`src/rtl/fdc_rate_pkg.sv`:
```
package fdc_rate_pkg;
  localparam logic [1:0] RATE_RST   = 2'b10;
  localparam logic [2:0] PC_DEFAULT = 3'b000;
  localparam logic [2:0] PC_NONE    = 3'b111;
  localparam int unsigned DEF_STEPS_SLOW = 3;
  localparam int unsigned DEF_STEPS_FAST = 1;
  localparam int unsigned FINE_PER_SLOW  = 2;
  localparam int unsigned MAX_STEPS      = 6;
  localparam int unsigned DLY_W = $clog2(MAX_STEPS * FINE_PER_SLOW + 1);

  typedef struct packed {
    logic       srst;
    logic       lp;
    logic       spare;
    logic [2:0] pc;
    logic [1:0] rate;
  } ctl_word_t;
endpackage

```
`src/rtl/fdc_ctl_regs.sv`:
```
module fdc_ctl_regs
  import fdc_rate_pkg::*;
(
  input  logic       clk_i,
  input  logic       rst_ni,
  input  logic       we_i,
  input  ctl_word_t  word_i,
  input  logic       data_acc_i,
  input  logic       msr_acc_i,
  output logic [2:0] pc_o,
  output logic       lp_o,
  output logic       srst_o
);
  logic [2:0] pc_q;
  logic       lp_q, srst_q;

  always_ff @(posedge clk_i or negedge rst_ni) begin
    if (!rst_ni) begin
      pc_q   <= PC_DEFAULT;
      lp_q   <= 1'b0;
      srst_q <= 1'b0;
    end else begin
      srst_q <= we_i && word_i.srst;
      if (we_i) begin
        pc_q <= word_i.pc;
        lp_q <= word_i.lp && !word_i.srst;
      end else if (data_acc_i || msr_acc_i) begin
        lp_q <= 1'b0;
      end
    end
  end

  assign pc_o   = pc_q;
  assign lp_o   = lp_q;
  assign srst_o = srst_q;
endmodule

```
`src/rtl/fdc_rate_arb.sv`:
```
module fdc_rate_arb
  import fdc_rate_pkg::*;
(
  input  logic       clk_i,
  input  logic       rst_ni,
  input  logic       dsr_we_i,
  input  logic [1:0] dsr_rate_i,
  input  logic       ccr_we_i,
  input  logic [1:0] ccr_rate_i,
  output logic [1:0] rate_o
);
  logic [1:0] rate_q;

  // last writer wins, register write over ccr on a tie
  always_ff @(posedge clk_i or negedge rst_ni) begin
    if (!rst_ni)       rate_q <= RATE_RST;
    else if (dsr_we_i) rate_q <= dsr_rate_i;
    else if (ccr_we_i) rate_q <= ccr_rate_i;
  end

  assign rate_o = rate_q;
endmodule

```
`src/rtl/fdc_precomp_map.sv`:
```
module fdc_precomp_map
  import fdc_rate_pkg::*;
#(
  parameter int unsigned TRK_W = 8
) (
  input  logic             clk_i,
  input  logic             rst_ni,
  input  logic [2:0]       pc_i,
  input  logic             fast_i,
  input  logic [TRK_W-1:0] track_i,
  input  logic             start_we_i,
  input  logic [TRK_W-1:0] start_i,
  output logic [DLY_W-1:0] dly_o,
  output logic             en_o
);
  logic [TRK_W-1:0] start_q;
  logic [2:0]       steps;

  always_ff @(posedge clk_i or negedge rst_ni) begin
    if (!rst_ni)         start_q <= '0;
    else if (start_we_i) start_q <= start_i;
  end

  always_comb begin
    unique case (pc_i)
      PC_NONE:    steps = 3'd0;
      PC_DEFAULT: steps = fast_i ? 3'(DEF_STEPS_FAST) : 3'(DEF_STEPS_SLOW);
      default:    steps = pc_i;
    endcase
  end

  assign dly_o = fast_i ? DLY_W'(steps) : DLY_W'(steps) * DLY_W'(FINE_PER_SLOW);
  assign en_o  = track_i >= start_q;
endmodule

```
`src/rtl/fdc_rate_ctl.sv`:
```
module fdc_rate_ctl
  import fdc_rate_pkg::*;
#(
  parameter int unsigned       ADDR_W   = 10,
  parameter logic [ADDR_W-1:0] DSR_ADDR = 10'h3F4,
  parameter int unsigned       TRK_W    = 8
) (
  input  logic             clk_i,
  input  logic             rst_ni,
  input  logic [ADDR_W-1:0] addr_i,
  input  logic             wr_i,
  input  logic [7:0]       wdata_i,
  input  logic             ccr_wr_i,
  input  logic [1:0]       ccr_rate_i,
  input  logic             data_acc_i,
  input  logic             msr_acc_i,
  input  logic             fast_mode_i,
  input  logic [TRK_W-1:0] track_i,
  input  logic             start_trk_we_i,
  input  logic [TRK_W-1:0] start_trk_i,
  output logic [1:0]       rate_o,
  output logic [DLY_W-1:0] precomp_dly_o,
  output logic             precomp_en_o,
  output logic             lowpwr_o,
  output logic             soft_rst_o
);
  logic       dsr_we;
  ctl_word_t  word;
  logic [2:0] pc;

  assign dsr_we = wr_i && (addr_i == DSR_ADDR);
  assign word   = ctl_word_t'(wdata_i);

  fdc_ctl_regs i_regs (
    .clk_i     (clk_i),
    .rst_ni    (rst_ni),
    .we_i      (dsr_we),
    .word_i    (word),
    .data_acc_i(data_acc_i),
    .msr_acc_i (msr_acc_i),
    .pc_o      (pc),
    .lp_o      (lowpwr_o),
    .srst_o    (soft_rst_o)
  );

  fdc_rate_arb i_arb (
    .clk_i     (clk_i),
    .rst_ni    (rst_ni),
    .dsr_we_i  (dsr_we),
    .dsr_rate_i(word.rate),
    .ccr_we_i  (ccr_wr_i),
    .ccr_rate_i(ccr_rate_i),
    .rate_o    (rate_o)
  );

  fdc_precomp_map #(.TRK_W(TRK_W)) i_map (
    .clk_i     (clk_i),
    .rst_ni    (rst_ni),
    .pc_i      (pc),
    .fast_i    (fast_mode_i),
    .track_i   (track_i),
    .start_we_i(start_trk_we_i),
    .start_i   (start_trk_i),
    .dly_o     (precomp_dly_o),
    .en_o      (precomp_en_o)
  );
endmodule

```
`config.mk`:
```
export PLATFORM = sky130hd
export DESIGN_NAME = fdc_rate_ctl
export DESIGN_NICKNAME = d
export VERILOG_FILES = /design/src/rtl/fdc_rate_pkg.sv /design/src/rtl/fdc_ctl_regs.sv /design/src/rtl/fdc_rate_arb.sv /design/src/rtl/fdc_precomp_map.sv /design/src/rtl/fdc_rate_ctl.sv
export SDC_FILE = /design/constraint.sdc
export NUM_CORES = 1
export LEC_CHECK = 0
export BUFFER_PORTS_ARGS = -buffer_cell sky130_fd_sc_hd__buf_2
export CORE_MARGIN = 2
export CORE_UTILIZATION = 40
export DETAILED_ROUTE_END_ITERATION = 10
export HOLD_SLACK_MARGIN = 0.12
export MAX_ROUTING_LAYER = met4
export PLACE_DENSITY = 0.85
export SLEW_MARGIN = 25
export SYNTH_ARGS = -nofsm -noshare
export SYNTH_HDL_FRONTEND = slang
export SYNTH_SLANG_ARGS = --single-unit
```
`constraint.sdc`:
```
create_clock -name clk_i -period 2.7 [get_ports clk_i]
set_input_delay 0.27 -clock clk_i [delete_from_list [all_inputs] [get_ports clk_i]]
set_output_delay 0.27 -clock clk_i [all_outputs]
set_load 0.01 [all_outputs]
```
==> results.md <==
- Num rows: 16
- Peak VDD IR: 0.264 mV
- Area contributors post-synth: dfrtp_1 41%, ha_1 12%, mux2_2 11%, nand2_1 4.8%, o21ai_0 4.7%
- Critical path data arrival time: 1.73 ns
- Relative max-transition margin: 0.754
- Cell Area, Synth: 856 um^2
- Main combinational cell family by area after synthesis: simple AND/OR/NAND/NOR gates
- Final setup vio count: 0
- Status: finished, final reports clean
- Clk pin slew, worst setup/hold paths: 0.09 ns
- Syn-to-layout area delta: 37.7%
- Leakage: 0.641 nW
- Max-cap violations: 0
- Distinct cells, synth: 23
- Internal power: 0.000352 W
- Cts repair resizes: 0
- Post-synthesis sequential area ratio: 0.440
- NetSw: 0.000123 W
- Gr usage total: 0.157
- Switching part of the total power: 0.259
- Initial antenna violation count: 0
- Yosys warns: 0
- Width of the die: 50.3 um
- Routability cong.: 0.734
- Synth top cells by count: 14 x dfrtp_1, 11 x nand2_1, 10 x inv_1
- Antenna diodes: 0
- Tightest Pin Transition: 0.359 ns
- Register area: 377 um^2
- H-tree depth: 1
- Fraction of layout cells with a size suffix above 1: 0.471
- Area leader, netlist: dfrtp_1
- Drt initial violations: 4
- Gate power share: 0.226
- Crit-path slowest cell: a2111oi_0
- Largest stage delay on the critical path: 0.40 ns
- Compound-Gate Fraction of Synth Area: 0.113
- Drt total wl: 1840 um
- Crit Path Class: reg -> out
- Multiplexer share of the synthesized area: 0.117
- Crit-path max FO: 2
- Tcrit/Tclk final: 0.742
- Peak Freq: 0.499 GHz
- CTS buffer count: 3
- Final hold violations: 0
- Clk buf depth: 2
- Adder-Cell Fraction of Synth Area: 0.129
- Clock latency on the worst-skew pair: 0.27 ns
- Clock share of power: 0.256
- Synthesized-area fraction occupied by and/or/nand/nor cells: 0.154
- Asr flop ratio synth: 1.00
- Chip height: 50.3 um
- Power Density: 403 nW/um^2
- Max Slew Vio Count: 0
- Root Buffer: clkbuf_4
- Worst path depth: 5
- Syn_area_per_cell: 10.1 um^2
- RSZ-0062 raised after global routing: no
- Final min period: 2.00 ns
- Crit end category: primary output
- HP Class: in -> reg
- Flops & latches, synth: 15
- Grt total ovfl: 0
- Vias in the first global route: 765
- PortBufs: 51
- DRC Markers: 0
- Die area: 2530 um^2
- Crit-path leading delay family: compound AO/OA/AOI/OAI gates
- Top cell type's share of synthesized area: 0.409
- Worst Setup Start Kind: flop
- Largest net degree at the start of global routing: 16
- Drt wl/cell: 11.0 um
- DR pass1 iterations: 3
- Seq pwr share: 0.517
- Placed Instance Area: 1140 um^2
- Most numerous cell in the Yosys netlist: dfrtp_1
- Xor/xnor share of the synthesized area: 0
- DR vias: 814
- Multi-input gate area: 438 um^2
- Syn nets: 137
- Setup bufs post-CTS: 0
- Initial Utilization: 0.432
- Core Region: 1980 um^2
- FILL cells: 189
- Sum of negative setup slack: 0 ns
- First-pass GRT wire length: 2960 um
- Post-DRT Antenna Nets: 0
- Synth Flop Type: dfrtp_1
- Syn Inst Count: 85
- CP Buf/Inv Count: 1
- CTS tree: yes
- FF-to-FF setup slack: 1.71 ns
- Setup Skew: 0 ns
- WHS Path Cells: 3
- Post-synth EDFFs: 0
- Final Cell Area: 1180 um^2
- # nets final: 193
- Avg Vias per Cell: 4.87
- CTS Sinks: 15
- R2r worst-path depth: 2
- Req. time, crit path: 2.43 ns
- CP cell instances: ha_1, nand2b_1, a2111oi_0, o31ai_1, buf_2
- IO Count: 53
[cell usage in the layout, fill, tap and decap left out, types with 2 or more instances in the layout]
cell type,instances
a21oi_1,2
mux2_2,8
nand3_1,2
buf_2,51
dfrtp_1,14
nand2b_1,2
nand2_1,11
nand4_1,2
o21a_1,2
clkbuf_4,3
nor2_1,4
ha_1,8
inv_1,10
o31ai_1,2
o21ai_0,8
[power by group through the flow]
| stage | logic [W] | registers [W] | clock network [W] |
|---|---|---|---|
| after global placement | 0.000103 | 0.000249 | 0 |
| after floorplan | 0.0000533 | 0.000250 | 0 |
| final | 0.000108 | 0.000246 | 0.000122 |
| after CTS | 0.000109 | 0.000246 | 0.000132 |
| after detailed placement | 0.000107 | 0.000250 | 0 |
| after global routing | 0.000123 | 0.000248 | 0.000145 |
[kinds of logic after synthesis]
logic type,after synthesis
AND/OR/NAND/NOR,25
AO/OA/AOI/OAI,16
flip-flops,15
buffers and inverters,11
multiplexers,9
adder cells (fa/ha/maj),9
[per-layer routing]
layer  GRT usage  up-vias  routed length, um
li1            -      403                  -
met1       0.171      365                758
met2       0.274       44                869
met3      0.0327        2                200
met4      0.0694        0                 14
met5           -        -                  0
[flip-flops by register name, indices dropped and copies added (netlist names)]
signal         flops
i_map.start_q      8
i_regs.pc_o        3
i_arb.rate_o       2
i_regs.lp_o        1
i_regs.srst_o      1
[area by class of cell]
| type | instances | share of cell area |
|---|---|---|
| clock buffers | 3 | 0.0191 |
| inverters | 10 | 0.0318 |
| flip-flops and latches | 15 | 0.320 |
| multi-input cells | 59 | 0.372 |
| repair buffers | 52 | 0.225 |
| clock inverters | 1 | 0.00425 |
| well taps | 27 | 0.0287 |
[stage by stage]
stage	hold WS (ns)	std cells	setup WS (ns)	power (W)	utilization
final	0.194	167	0.696	0.000475	0.595
after global routing	0.187	167	0.564	0.000515	0.595
after CTS	0.183	167	0.667	0.000487	0.595
after detailed placement	0.200	162	0.939	0.000358	0.576
after global placement	0.187	162	0.971	0.000352	0.576
after floorplan	-0.0256	85	1.13	0.000304	-
[path summary, 6_finish.rpt]
kind / start / to
min in group asynchronous: rst_ni / i_map.start_q[6]
max in group asynchronous: rst_ni / i_arb.rate_o[1]
setup reg to reg: i_arb.rate_o[0] / i_arb.rate_o[0]
hold / removal: start_trk_i[2] / i_map.start_q[2]
setup / recovery: i_map.start_q[0] / precomp_en_o
hold reg to reg: i_map.start_q[0] / i_map.start_q[0]
[timing repair]
action	CTS	global route
hold buffers	1	0
hold endpoints to repair	14	0
endpoints found under the setup margin	0	0
[tightest hold or removal path, cell delays in order]
cell     delay [ns]
buf_2          0.08
nand2_1        0.04
o21ai_0        0.05
Note: power is estimated with default switching activity, not from simulation.
